--- src/rtl/fir_fold_pkg.sv ---
package fir_fold_pkg;

   typedef enum logic {FOLD_SYM = 1'b0, FOLD_ANTI = 1'b1} fold_mode_e;

   function automatic int fold_half(input int n);
      return (n + 1) / 2;
   endfunction

   function automatic int fold_levels(input int n);
      return $clog2(fold_half(n));
   endfunction

   function automatic int fold_latency(input int n);
      return 3 + fold_levels(n);
   endfunction

endpackage

--- src/rtl/fold_delay_line.sv ---
module fold_delay_line #(
   parameter int NTAPS  = 7,
   parameter int DATA_W = 12
) (
   input  logic                          clk,
   input  logic                          rst,
   input  logic                          en,
   input  logic [DATA_W-1:0]             din,
   output logic [NTAPS-1:0][DATA_W-1:0]  taps
);

   always_ff @(posedge clk) begin
      if (rst) begin
         taps <= '0;
      end else if (en) begin
         taps[0] <= din;
         for (int i = 1; i < NTAPS; i++) begin
            taps[i] <= taps[i-1];
         end
      end
   end

   // the line shifts by exactly one position per enabled cycle
   p_shift_r1 : assert property (@(posedge clk) disable iff (rst)
      en |=> (taps[NTAPS-1] == $past(taps[NTAPS-2])));
   p_hold_line_r1 : assert property (@(posedge clk) disable iff (rst)
      !en |=> $stable(taps));

endmodule

--- src/rtl/fold_preadd.sv ---
module fold_preadd
   import fir_fold_pkg::*;
#(
   parameter int         NTAPS  = 7,
   parameter int         DATA_W = 12,
   parameter fold_mode_e MODE   = FOLD_SYM,
   localparam int        NHALF  = fold_half(NTAPS),
   localparam int        NPAIR  = NTAPS / 2,
   localparam int        PRE_W  = DATA_W + 1
) (
   input  logic                          clk,
   input  logic                          rst,
   input  logic                          en,
   input  logic [NTAPS-1:0][DATA_W-1:0]  taps,
   output logic [NHALF-1:0][PRE_W-1:0]   pre_q
);

   for (genvar k = 0; k < NPAIR; k++) begin : g_pair
      logic signed [PRE_W-1:0] near_s, far_s, comb_s;
      assign near_s = PRE_W'($signed(taps[k]));
      assign far_s  = PRE_W'($signed(taps[NTAPS-1-k]));
      if (MODE == FOLD_ANTI) begin : g_sub
         assign comb_s = near_s - far_s;
      end else begin : g_add
         assign comb_s = near_s + far_s;
      end
      always_ff @(posedge clk) begin
         if (rst)     pre_q[k] <= '0;
         else if (en) pre_q[k] <= comb_s;
      end
   end

   if (NTAPS % 2 == 1) begin : g_centre
      always_ff @(posedge clk) begin
         if (rst)     pre_q[NHALF-1] <= '0;
         else if (en) pre_q[NHALF-1] <= PRE_W'($signed(taps[NHALF-1]));
      end
   end

endmodule

--- src/rtl/fold_mult.sv ---
module fold_mult
   import fir_fold_pkg::*;
#(
   parameter int                        NTAPS  = 7,
   parameter int                        PRE_W  = 13,
   parameter int                        COEF_W = 10,
   parameter fold_mode_e                MODE   = FOLD_SYM,
   localparam int                       NHALF  = fold_half(NTAPS),
   parameter logic [NHALF*COEF_W-1:0]   COEFS  = '0,
   localparam int                       PROD_W = PRE_W + COEF_W
) (
   input  logic                          clk,
   input  logic                          rst,
   input  logic                          en,
   input  logic [NHALF-1:0][PRE_W-1:0]   pre,
   output logic [NHALF-1:0][PROD_W-1:0]  prod_q
);

   localparam bit ODD = (NTAPS % 2) == 1;

   for (genvar k = 0; k < NHALF; k++) begin : g_mul
      localparam bit ZERO_C = ODD && (MODE == FOLD_ANTI) && (k == NHALF - 1);
      localparam logic signed [COEF_W-1:0] CK =
         ZERO_C ? '0 : COEFS[k*COEF_W +: COEF_W];
      logic signed [PROD_W-1:0] p_s;
      assign p_s = PROD_W'($signed(pre[k])) * PROD_W'(CK);
      always_ff @(posedge clk) begin
         if (rst)     prod_q[k] <= '0;
         else if (en) prod_q[k] <= p_s;
      end
      // a zero pre-combined pair can only give a zero product
      p_prod_zero_r3 : assert property (@(posedge clk) disable iff (rst)
         (en && pre[k] == '0) |=> (prod_q[k] == '0));
   end

endmodule

--- src/rtl/fold_tree.sv ---
module fold_tree #(
   parameter int NLEAF = 4,
   parameter int IN_W  = 23,
   parameter int OUT_W = 25
) (
   input  logic                        clk,
   input  logic                        rst,
   input  logic                        en,
   input  logic [NLEAF-1:0][IN_W-1:0]  leaves,
   output logic [OUT_W-1:0]            sum
);

   localparam int LEVELS = $clog2(NLEAF);
   localparam int NP     = 1 << LEVELS;

   logic signed [OUT_W-1:0] leaf [NP];

   for (genvar j = 0; j < NP; j++) begin : g_leaf
      if (j < NLEAF) begin : g_real
         assign leaf[j] = OUT_W'($signed(leaves[j]));
      end else begin : g_pad
         assign leaf[j] = '0;
      end
   end

   if (LEVELS == 0) begin : g_flat
      assign sum = leaf[0];
   end else begin : g_heap
      logic signed [OUT_W-1:0] node_q [NP-1];
      for (genvar i = 0; i < NP - 1; i++) begin : g_node
         if (2*i + 1 >= NP - 1) begin : g_bottom
            always_ff @(posedge clk) begin
               if (rst)     node_q[i] <= '0;
               else if (en) node_q[i] <= leaf[2*i+1-(NP-1)] + leaf[2*i+2-(NP-1)];
            end
         end else begin : g_inner
            always_ff @(posedge clk) begin
               if (rst)     node_q[i] <= '0;
               else if (en) node_q[i] <= node_q[2*i+1] + node_q[2*i+2];
            end
         end
      end
      assign sum = node_q[0];
   end

endmodule

--- src/rtl/fir_fold_sym.sv ---
module fir_fold_sym
   import fir_fold_pkg::*;
#(
   parameter int                                   NTAPS  = 7,
   parameter int                                   DATA_W = 12,
   parameter int                                   COEF_W = 10,
   parameter fold_mode_e                           MODE   = FOLD_SYM,
   parameter logic [((NTAPS+1)/2)*COEF_W-1:0]      COEFS  =
      {10'h2D4, 10'h04D, 10'h1FF, 10'h200},
   localparam int                                  NHALF  = fold_half(NTAPS),
   localparam int                                  ACC_W  = DATA_W + COEF_W + 1 + fold_levels(NTAPS)
) (
   input  logic                     clk,
   input  logic                     rst,
   input  logic                     smp_en,
   input  logic signed [DATA_W-1:0] smp_in,
   output logic signed [ACC_W-1:0]  y_out,
   output logic                     y_valid
);

   localparam int PRE_W  = DATA_W + 1;
   localparam int PROD_W = PRE_W + COEF_W;
   localparam int LAT    = fold_latency(NTAPS);
   localparam int CNT_W  = $clog2(LAT);

   if (NTAPS < 2) begin : g_bad_taps
      $error("fir_fold_sym: NTAPS must be at least 2");
   end
   if (DATA_W < 2 || COEF_W < 2) begin : g_bad_width
      $error("fir_fold_sym: DATA_W and COEF_W must be at least 2");
   end

   logic [NTAPS-1:0][DATA_W-1:0]  taps;
   logic [NHALF-1:0][PRE_W-1:0]   pre;
   logic [NHALF-1:0][PROD_W-1:0]  prod;
   logic [ACC_W-1:0]              sum;

   fold_delay_line #(.NTAPS(NTAPS), .DATA_W(DATA_W)) u_line (
      .clk(clk), .rst(rst), .en(smp_en), .din(smp_in), .taps(taps));

   fold_preadd #(.NTAPS(NTAPS), .DATA_W(DATA_W), .MODE(MODE)) u_pre (
      .clk(clk), .rst(rst), .en(smp_en), .taps(taps), .pre_q(pre));

   fold_mult #(.NTAPS(NTAPS), .PRE_W(PRE_W), .COEF_W(COEF_W), .MODE(MODE),
               .COEFS(COEFS)) u_mul (
      .clk(clk), .rst(rst), .en(smp_en), .pre(pre), .prod_q(prod));

   fold_tree #(.NLEAF(NHALF), .IN_W(PROD_W), .OUT_W(ACC_W)) u_tree (
      .clk(clk), .rst(rst), .en(smp_en), .leaves(prod), .sum(sum));

   assign y_out = $signed(sum);

   logic [CNT_W-1:0] fill_q;

   always_ff @(posedge clk) begin
      if (rst) begin
         fill_q  <= '0;
         y_valid <= 1'b0;
      end else begin
         y_valid <= smp_en && (fill_q == CNT_W'(LAT - 1));
         if (smp_en && fill_q != CNT_W'(LAT - 1)) fill_q <= fill_q + 1'b1;
      end
   end

   p_hold_r1 : assert property (@(posedge clk) disable iff (rst)
      !smp_en |=> ($stable(y_out) && !y_valid));
   p_valid_after_en_r6 : assert property (@(posedge clk) disable iff (rst)
      y_valid |-> $past(smp_en));
   p_reset_clear_r7 : assert property (@(posedge clk) disable iff (rst)
      $past(rst) |-> (y_out == '0 && !y_valid));

endmodule

--- config.mk ---
export PLATFORM = sky130hd
export DESIGN_NAME = fir_fold_sym
export DESIGN_NICKNAME = d
export VERILOG_FILES = /design/src/rtl/fir_fold_pkg.sv /design/src/rtl/fold_delay_line.sv /design/src/rtl/fold_preadd.sv /design/src/rtl/fold_mult.sv /design/src/rtl/fold_tree.sv /design/src/rtl/fir_fold_sym.sv
export SDC_FILE = /design/constraint.sdc
export NUM_CORES = 1
export LEC_CHECK = 0
export BUFFER_PORTS_ARGS = -buffer_cell sky130_fd_sc_hd__buf_2
export CORE_MARGIN = 1.5
export CORE_UTILIZATION = 30
export CTS_CLUSTER_DIAMETER = 150
export DETAILED_ROUTE_END_ITERATION = 7
export PLACE_DENSITY_LB_ADDON = 0.12
export SYNTH_ARGS = -nofsm -noshare
export SYNTH_HDL_FRONTEND = slang
export SYNTH_HIERARCHICAL = 1
export SYNTH_SLANG_ARGS = --single-unit
export TNS_END_PERCENT = 5
--- constraint.sdc ---
create_clock -name clk -period 7.2 [get_ports clk]
set_clock_uncertainty 0.2 [all_clocks]
set_input_delay 0.36 -clock clk [delete_from_list [all_inputs] [get_ports clk]]
set_output_delay 0.36 -clock clk [all_outputs]
set_load 0.005 [all_outputs]
* Yosys cells after proc, flatten, opt, wreduce, memory -nomap -nowiden
Memories as Yosys holds them, arrays and structs flattened.
Cells that the tools add are included.
** Operators by class
- Add/subtract/negate cells :: 8
- $mul :: 3
- Equal/unequal tests :: 2
- Mux-type cells :: 8
- Bitwise logic cells :: 3
- Reduce and logical (&&, ||, !) cells :: 2
** Operators by type and width (number)
- 2-to-1 mux 25 bit :: 3
- adder 12 x 12 -> 13 bit :: 3
- adder 25 bit :: 1
- adder 23 x 23 -> 24 bit :: 1
- adder 21 x 22 -> 23 bit :: 1
- multiplier 13 x 10 -> 23 bit (second input constant) :: 1
- multiplier 13 x 8 -> 21 bit (second input constant) :: 1
- multiplier 12 x 8 -> 20 bit (second input constant) :: 1
- negation 13 -> 14 bit :: 1
- 2-to-1 mux 1 bit :: 5
- adder 3 x 1 -> 3 bit (second input constant) :: 1
- equality test 3 bit (second input constant) :: 1
- != test 3 bit (second input constant) :: 1
- OR 1 bit :: 3
- logical AND 1 bit :: 2
** Storage, ports and cells
- Flip-flop bits (word level) :: 217
- Bits in writable memories :: 75
- Bits of input ports :: 15
- Output and inout port bits :: 26
- Word-level logic and storage cells :: 44
- Memories :: 1
** Memories
- u_tree.g_heap.node_q :: depth 3, width 25, read ports 3, clocked after memory_dff 0, wr ports 3, line fold_tree.sv:29 : logic signed [OUT_W-1:0] node_q [NP-1];

* Depth between registers and ports, before layout
Gate-level depths: netlist of run 1.
- Depth after elaboration :: 4
- Mapped depth :: 19

* Hierarchy
The synthesis of run 1 kept the hierarchy.
** Modules (own cells, without submodules)
- fold_mult :: instances 1, cells an instance 1208, area an instance 10908.0 sq um, sequential area each 1581.5 sq um
- fold_tree :: instances 1, cells an instance 627, area an instance 5955.7 sq um, sequential area each 2192.1 sq um
- fold_preadd :: instances 1, cells an instance 384, area an instance 3355.7 sq um, sequential area each 1021.0 sq um
- fold_delay_line :: instances 1, cells an instance 271, area an instance 3041.7 sq um, sequential area each 1681.6 sq um
- fir_fold_sym :: instances 1, cells an instance 19, area an instance 215.2 sq um, sequential area each 80.1 sq um

* Worst setup path before layout of run 1
OpenSTA, ideal clock, no wires.
- Path type :: reg-to-reg
- Start :: reg u_pre/pre_q[25] (netlist bit)
- End :: reg u_mul/prod_q[43] (netlist bit)
- Arrival :: 5.221 ns
- Slack :: 1.657 ns
- Cell stages (with the launch flop) :: 18
- Clock period less this slack :: 5.543 ns
- Path through :: dfxtp_1 > buf_2 > inv_1 > fa_1 > inv_1 > fa_1 > fa_1 > fa_1 > inv_1 > fa_1 > inv_1 > ha_1 > a21oi_1 > o21ai_0 > o31ai_1 > o21ai_0 > o21a_1 > a311o_1
** Between the ends
- Word-level cells in the longest chain between the ends :: 1
** Ends and longest elaborated chain
- from (decl) :: line fold_preadd.sv:15 : output logic [NHALF-1:0][PRE_W-1:0] pre_q
- from (signal, indexed assignment) :: line fold_preadd.sv:29 : else if (en) pre_q[k] <= comb_s;
- multiplier 13 x 10 -> 23 bit :: line fold_mult.sv:26 : assign p_s = PROD_W'($signed(pre[k])) * PROD_W'(CK);
- to (signal, indexed assignment) :: line fold_mult.sv:29 : else if (en) prod_q[k] <= p_s;
- to (decl) :: line fold_mult.sv:16 : output logic [NHALF-1:0][PROD_W-1:0] prod_q
No other way between the ends.
A chain may end at the register's enable or synchronous reset.

* Worst setup path after layout of run 1
- Start :: reg u_pre/pre_q[24] (netlist bit)
- End :: reg u_mul/prod_q[44] (netlist bit)
The elaborated chain is that of the path after synthesis.

==> qor.csv, run 1 <==
metric,value,unit
yosysSeqAreaShare,0.279,
regArea,0.00656,sq mm
hold_path.class,in -> reg,
dpl_worst_slack,1.48,ns
nets,2951,
drive_gt1_frac,0.0659,
status,finished clean,
dpl.hpwl,45700,microns
rows,102,
timing.final.crit_share,0.798,
via_per_inst,4.80,
syn_area,0.0235,sq mm
multi_input_area,0.0153,sq mm
avgRoutedWirePerCell,16.3,microns
synth_area_leader_cell,dfxtp_1,
power.density,179,mW/mm^2
final-hold-violation-count,0,
report.final.slew_viol_count,0,
netlist_instances,2509,
worstSetupPathType,reg -> reg,
utilization,0.336,
setup.worst_path.start_class,flop,
synthFlopType,dfxtp_1,
coreArea,0.0775,sq mm
worstPathArrival,6.02,ns
dieArea,0.0799,sq mm
async_flop_share,0,
cp.required,7.47,ns
worstMarginPinSlew,1.11,ns
synthTopCellsByArea,"dfxtp_1 19%, ha_1 15%, fa_1 11%, edfxtp_1 9.3%, mux2i_1 6.7%",
drt_wl_total,58700,microns
post-route-cell-area,0.0260,sq mm
die_y,283,microns
p_leak,0.0123,uW
grt_max_degree,149,
slew_headroom,0.260,
dr.pass1.iters,5,
postCtsResizedCells,0,
placed_cell_area,0.0245,sq mm
netlist-cell-type-count,106,
clk_path_buf_depth,3,
rsz0062_at_grt,no,
most-common-layout-cells,"284 x nor2_1, 282 x inv_1, 282 x ha_1",
postRouteAntennaNets,0,
clk_pin_slew,0.06,ns
start_util,0.303,
syn-mean-instance-area,9.36,sq um
grtUsageTotal,0.150,
synth_edf_count,73,
grt_pass1_wl,95900,microns
area.growth.synth_to_final,10.8,%
io_pins,41,
fin_setup_tns,0,ns
fillCellCount,7942,
grt_pass1_vias,17400,
port_buffers,40,
crit_fanout,11,
ir_drop,135,uV
gp_congestion,0.806,
vias,17300,
die_x,283,microns
ys_ff_latch,291,
antenna_found_initial,1,
ys.warnings.count,6,
drt_iter0_markers,816,
finalCriticalPeriod,5.75,ns
timing.fmax,174,MHz
cts_inserted_buffers,39,
cts_tree,built,
worstSkewPairLatency,0.57,ns
worst_slack,1.45,ns
final_common_cell,nor2_1,
clockRootBuffer,clkbuf_16,
maxCapViolations,0,
cts.htree.levels,2,
end_kind,flop,
remaining_drc_errors,0,
netlist.area_leader.share,0.186,
clock-sinks,291,
grt_overflow,0,
setup_viol,0,
==> kinds of logic after synthesis <==
logic type,count (synthesis),synth area share
muxes,160,0.0685
adders and majority gates,417,0.265
xor gates and xnor gates,116,0.0441
buffers and inverters,384,0.0715
DFF,291,0.279
AOI/OAI and AO/OA,512,0.148
other,1,0.000160
and+or+nand+nor,628,0.124
==> stage by stage <==
step	hold slack [ns]	cells	total power [uW]
after floorplan	0.229	2519	2410
after global placement	0.250	3507	2590
after detailed placement	0.252	3507	2600
after CTS	0.0275	3591	4740
after global routing	0.0565	3591	4900
final	0.0259	3592	4650
==> report_power, final <==
group | internal (uW) | switching [uW] | total, uW
sequential | 1760 | 58.1 | 1820
combinational | 293 | 448 | 741
clock | 1290 | 798 | 2090
==> layout make-up <==
type	count	share of cell area
antenna	1	0.0000962
clock buffer	49	0.0417
clock inverter	23	0.0116
inverter	284	0.0410
multi-input combinational	1844	0.588
sequential	291	0.252
tap	1040	0.0500
timing repair buffer	60	0.0157
==> cells in the mapped netlist (9+ instances only) <==
cell type and count:
xnor2_1 76, nor3_1 41, a211oi_1 30, inv_1 282, buf_2 16, o22ai_1 10
o21ai_0 80, or3_1 9, nand2b_1 22, o211ai_1 15, clkbuf_1 45, o31ai_1 9
ha_1 282, nor2b_1 13, nor2_1 284, a31oi_1 18, nand3_1 48, fa_1 134
buf_1 10, o21a_1 14, buf_4 17, o21ai_1 11, mux2i_1 158, edfxtp_1 73
and3_1 14, a21o_1 57, nand2_1 118, o21bai_1 17, and2_1 16, dfxtp_1 218
a21oi_1 148, nand4_1 18, xor2_1 39
==> critical path: stages, from the launching register on <==
cell     delay [ns]
dfxtp_1        0.53
inv_1          0.32
ha_1           0.47
xnor2_1        0.31
fa_1           0.48
fa_1           0.47
fa_1           0.55
inv_1          0.05
fa_1           0.49
inv_1          0.04
ha_1           0.44
a21oi_1        0.13
o21ai_0        0.45
a311o_1        0.25
a21oi_1        0.07
and3b_1        0.19
o31ai_1        0.20
==> registers in the layout (all words and copies together), names as in the netlist <==
signal / cells
u_tree/g_heap.node_q: 73
u_mul/prod_q: 79
u_line/taps: 84
u_pre/pre_q: 51
fill_q: 3
y_valid: 1
==> layer usage <==
layer / track usage / share of wire / up-vias
met2: 0.250 / 0.46 / 207
met3: 0.0202 / 0.026 / 74
met4: 0.0367 / 0.022 / 0
li1: - / - / 8744
met1: 0.204 / 0.49 / 8229
met5: 0 / 0 / -
==> worst paths after layout <==
kind	startpoint	to	slack, ns	cells after the start
worst max-delay path	u_pre/pre_q[24]$_SDFFE_PP0P_	u_mul/prod_q[44]$_SDFFE_PP0P_	1.45	16
worst min-delay path	rst	u_line/taps[4]$_SDFFE_PP0P_	0.03	2
worst max register to register	u_pre/pre_q[24]$_SDFFE_PP0P_	u_mul/prod_q[44]$_SDFFE_PP0P_	1.45	16
worst min register to register	u_mul/prod_q[64]$_SDFFE_PP0P_	u_mul/prod_q[64]$_SDFFE_PP0P_	0.26	2
==> what timing repair did <==
| action | 4_1_cts | 5_1_grt |
|---|---|---|
| endpoints found under the hold margin | 12 | 0 |
| hold buffers | 12 | 0 |
| setup buffers | 0 | 0 |
Power figures use the tool's default switching activity.
==> inputs of run 2 (changes only) <==
clock period = 5.5 ns   (was 7.2 ns; I/O delays follow)
==> qor.csv, run 2 (synthesis results as in run 1) <==
metric,value,unit
worstPathArrival,5.50,ns
dp.cells,3531,
drt_wl_total,60100,microns
setup.worst_path.start_class,flop,
grtUsageTotal,0.153,
port_buffers,40,
io_pins,41,
p_sw,1690,uW
drt_iter0_markers,954,
multi_input_area,0.0153,sq mm
finalCriticalPeriod,5.25,ns
clock-sinks,291,
cp.required,5.75,ns
grt_overflow,0,
largest_register_ffs,84,
p_int,4360,uW
nets,2980,
fillCellCount,7994,
hold_path.class,in -> reg,
rsz0062_at_grt,no,
area.growth.synth_to_final,11.7,%
top_register,u_line/taps,
timing.final.crit_share,0.954,
avgRoutedWirePerCell,16.6,microns
antenna_cells,0,
swShare,0.279,
die_y,283,microns
cts_tree,built,
timing.fmax,191,MHz
instances_no_fill,3620,
dieArea,0.0799,sq mm
clk_pin_slew,0.06,ns
clockRootBuffer,clkbuf_16,
r2r_end,u_mul/prod_q[40]$_SDFFE_PP0P_,
min_to,u_line/taps[74]$_SDFFE_PP0P_,
seq_power_share,0.393,
worstSetupPathType,reg -> reg,
most-common-layout-cells,"284 x nor2_1, 282 x ha_1, 278 x inv_1",
start_util,0.303,
remaining_drc_errors,0,
cts.htree.levels,2,
antenna_found_initial,0,
ir_drop,185,uV
final_common_cell,nor2_1,
rows,102,
coreArea,0.0775,sq mm
end_kind,flop,
grt_max_degree,145,
drive_gt1_frac,0.0756,
vias,17400,
postRouteAntennaNets,0,
clk_path_buf_depth,3,
dr.pass1.iters,5,
min_from,smp_en,
grt_pass1_wl,97300,microns
setup_viol,0,
min_path_cells,3,
reg.largest.list,"u_line/taps: 84 flops, u_mul/prod_q: 79 flops, u_tree/g_heap.node_q: 73 flops",
gp_congestion,0.820,
r2r-start,u_pre/pre_q[18]$_SDFFE_PP0P_,
maxCapViolations,0,
worstMarginPinSlew,1.14,ns
final-hold-violation-count,0,
report.final.slew_viol_count,0,
power.density,231,mW/mm^2
via_per_inst,4.80,
cts_inserted_buffers,40,
regArea,0.00656,sq mm
fin_setup_tns,0,ns
dpl.hpwl,47000,microns
grt_pass1_vias,17600,
crit_fanout,4,
status,finished clean,
r2r_cells,18,
p_leak,0.0125,uW
die_x,283,microns
slew_headroom,0.240,
power_frac_comb,0.164,
rrSetupSlack,0.25,ns
worstSkewPairLatency,0.56,ns
clock_power_share,0.443,
run 2: worst max path at each step:
stage | startpoint | endpoint
floorplan | u_pre/pre_q[25]$_SDFFE_PP0P_ | u_mul/prod_q[43]$_SDFFE_PP0P_
global placement | u_pre/pre_q[21]$_SDFFE_PP0P_ | u_mul/prod_q[43]$_SDFFE_PP0P_
detailed placement | u_pre/pre_q[21]$_SDFFE_PP0P_ | u_mul/prod_q[43]$_SDFFE_PP0P_
CTS | u_pre/pre_q[21]$_SDFFE_PP0P_ | u_mul/prod_q[43]$_SDFFE_PP0P_
global route | u_pre/pre_q[18]$_SDFFE_PP0P_ | u_mul/prod_q[38]$_SDFFE_PP0P_
finish | u_pre/pre_q[18]$_SDFFE_PP0P_ | u_mul/prod_q[40]$_SDFFE_PP0P_
run 2: layer usage:
metal / vias to the layer above / routed length, microns / GRT usage
li1: 8810 / - / -
met1: 8283 / 29400 / 0.208
met2: 210 / 27700 / 0.257
met3: 84 / 1750 / 0.0199
met4: 0 / 1330 / 0.0372
met5: - / 0 / 0
run 2: power groups by stage:
| stage | logic [uW] | clock network, uW | registers [uW] |
|---|---|---|---|
| after floorplan | 764 | 0 | 2390 |
| after global placement | 987 | 0 | 2420 |
| after detailed placement | 989 | 0 | 2420 |
| after CTS | 1010 | 2790 | 2380 |
| after global routing | 1130 | 2870 | 2390 |
| final | 992 | 2680 | 2380 |
run 2: worst max-delay path, cell delays in order, from the launching register on:
cell       delay, ns
dfxtp_1         0.33
inv_1           0.10
fa_1            0.54
inv_1           0.07
fa_1            0.53
inv_1           0.05
fa_1            0.47
inv_1           0.05
fa_1            0.52
inv_1           0.05
fa_1            0.50
inv_1           0.04
ha_1            0.33
a2111oi_4       0.39
o21ai_2         0.15
nand4_2         0.17
a21boi_2        0.09
or3_1           0.31
a32o_1          0.24
run 2: area by class of cell:
| type | instances | area share |
|---|---|---|
| Timing Repair Buffer | 88 | 0.0245 |
| Clock buffer | 60 | 0.0448 |
| Clock inverter | 13 | 0.00711 |
| Multi-Input combinational cell | 1844 | 0.583 |
| Tap cell | 1040 | 0.0496 |
| Sequential cell | 291 | 0.250 |
| Inverter | 284 | 0.0406 |
run 2: metrics by stage:
step,instance area (sq um),hold slack [ns],total power (uW),setup WS [ns],utilization
floorplan,23500,0.145,3150,0.117,-
global placement,24700,0.251,3410,0.197,0.319
detailed placement,24700,0.256,3410,0.125,0.319
CTS,26200,0.0459,6180,0.111,0.338
global route,26200,0.0736,6380,0.000707,0.339
finish,26200,0.0614,6050,0.254,0.339
run 2: timing repair:
| item | CTS | global route |
|---|---|---|
| setup endpoints to repair | 0 | 7 |
| hold buffers | 16 | 0 |
| setup buffers | 0 | 0 |
| gates resized for setup | 0 | 8 |
| hold endpoints to repair | 35 | 0 |
==> inputs of run 3 (changes only) <==
BUFFER_PORTS_ARGS = -buffer_cell sky130_fd_sc_hd__buf_4   (was -buffer_cell sky130_fd_sc_hd__buf_2)
==> qor.csv, run 3 (synthesis results as in run 1) <==
metric,value,unit
status,finished clean,
most-common-layout-cells,"284 x nor2_1, 281 x ha_1, 278 x inv_1",
power,5950,uW
top_register,u_line/taps,
clock-sinks,291,
worstSetupPathType,reg -> reg,
setup_viol,0,
min_path_cells,2,
cp.required,5.74,ns
grtUsageTotal,0.152,
dr.pass1.iters,5,
cts_inserted_buffers,38,
multi_input_area,0.0153,sq mm
rrSetupSlack,0.25,ns
worstSkewPairLatency,0.56,ns
finalCriticalPeriod,5.25,ns
instances_no_fill,3614,
ir_drop,189,uV
dp.cells,3529,
worstMarginPinSlew,1.06,ns
cts_tree,built,
nets,2976,
reg.largest.list,"u_line/taps: 84 flops, u_mul/prod_q: 79 flops, u_tree/g_heap.node_q: 73 flops",
worstPathArrival,5.49,ns
cts.htree.levels,2,
antenna_found_initial,0,
clk_path_buf_depth,3,
hold_path.class,reg -> reg,
via_per_inst,4.82,
drt_iter0_markers,903,
remaining_drc_errors,0,
largest_register_ffs,84,
avgRoutedWirePerCell,16.7,microns
area.growth.synth_to_final,11.7,%
gp_congestion,0.828,
setup.worst_path.start_class,flop,
grt_pass1_vias,17600,
postRouteAntennaNets,0,
grt_max_degree,183,
coreArea,0.0775,sq mm
report.final.slew_viol_count,0,
drt_wl_total,60400,microns
maxCapViolations,0,
r2r_cells,18,
p_leak,0.0124,uW
vias,17400,
min_to,u_mul/prod_q[57]$_SDFFE_PP0P_,
min_from,u_mul/prod_q[57]$_SDFFE_PP0P_,
port_buffers,40,
timing.fmax,190,MHz
antenna_cells,0,
clockRootBuffer,clkbuf_16,
grt_pass1_wl,96600,microns
rows,102,
clk_pin_slew,0.06,ns
final_common_cell,nor2_1,
grt_overflow,0,
dpl.hpwl,47000,microns
die_x,283,microns
dieArea,0.0799,sq mm
rsz0062_at_grt,yes,
slew_headroom,0.292,
r2r-start,u_pre/pre_q[18]$_SDFFE_PP0P_,
r2r_end,u_mul/prod_q[40]$_SDFFE_PP0P_,
regArea,0.00656,sq mm
start_util,0.303,
io_pins,41,
end_kind,flop,
final-hold-violation-count,0,
timing.final.crit_share,0.955,
die_y,283,microns
fillCellCount,7947,
crit_fanout,4,
power.density,227,mW/mm^2
drive_gt1_frac,0.0742,
## run 3: report_power, final
| part | internal, uW | leakage (uW) | switching (uW) | total (uW) |
|---|---|---|---|---|
| sequential | 2300 | 0.00258 | 73.8 | 2370 |
| clock | 1550 | 0.000623 | 1020 | 2560 |
| combinational | 407 | 0.00925 | 600 | 1010 |
## run 3: critical path, stage by stage, from the launching register on
cell       delay (ns)
dfxtp_1          0.33
inv_1            0.10
fa_1             0.56
inv_1            0.07
fa_1             0.53
inv_1            0.05
fa_1             0.47
inv_1            0.05
fa_1             0.53
inv_1            0.05
fa_1             0.51
inv_1            0.04
ha_1             0.34
a2111oi_4        0.34
o21ai_2          0.15
nand4_2          0.16
a21boi_2         0.08
or3_1            0.34
a32o_1           0.25
## run 3: how the worst max path moves through the flow
stage / depth (start not counted) / slack [ns] / from / end
after detailed placement: 15 / 0.15 / u_pre/pre_q[21]$_SDFFE_PP0P_ / u_mul/prod_q[43]$_SDFFE_PP0P_
after CTS: 15 / 0.16 / u_pre/pre_q[21]$_SDFFE_PP0P_ / u_mul/prod_q[43]$_SDFFE_PP0P_
final: 18 / 0.25 / u_pre/pre_q[18]$_SDFFE_PP0P_ / u_mul/prod_q[40]$_SDFFE_PP0P_
after global placement: 15 / 0.24 / u_pre/pre_q[21]$_SDFFE_PP0P_ / u_mul/prod_q[43]$_SDFFE_PP0P_
after floorplan: 17 / 0.12 / u_pre/pre_q[25]$_SDFFE_PP0P_ / u_mul/prod_q[43]$_SDFFE_PP0P_
after global routing: 18 / -0.02 / u_pre/pre_q[24]$_SDFFE_PP0P_ / u_mul/prod_q[43]$_SDFFE_PP0P_
## run 3: cell type report
type                    count  area share
inverters                 284      0.0406
clock inverters            11     0.00606
flip-flops and latches    291       0.250
clock buffers              58      0.0426
well taps                1040      0.0496
repair buffers             86      0.0273
multi-input cells        1844       0.584
## run 3: per-layer routing
layer,part of all wire,track usage,up-vias
met5,0,0,-
met4,0.025,0.0426,0
met3,0.036,0.0245,73
met2,0.45,0.253,245
met1,0.49,0.205,8342
li1,-,-,8777
## run 3: through the flow
step | cell area, sq um | TNS (ns) | util | hold WS, ns | worst slack [ns]
floorplan | 23500 | 0 | - | 0.145 | 0.117
global placement | 24800 | 0 | 0.320 | 0.250 | 0.242
detailed placement | 24800 | 0 | 0.320 | 0.267 | 0.155
CTS | 26200 | 0 | 0.338 | 0.253 | 0.155
global route | 26200 | -0.0217 | 0.339 | 0.273 | -0.0217
finish | 26200 | 0 | 0.339 | 0.284 | 0.249
## run 3: what timing repair did
| item | in CTS | in global routing |
|---|---|---|
| setup buffers | 0 | 2 |
| resized for setup | 0 | 14 |
| hold endpoints to repair | 38 | 0 |
| hold buffers | 14 | 0 |
| setup endpoints to repair | 0 | 7 |
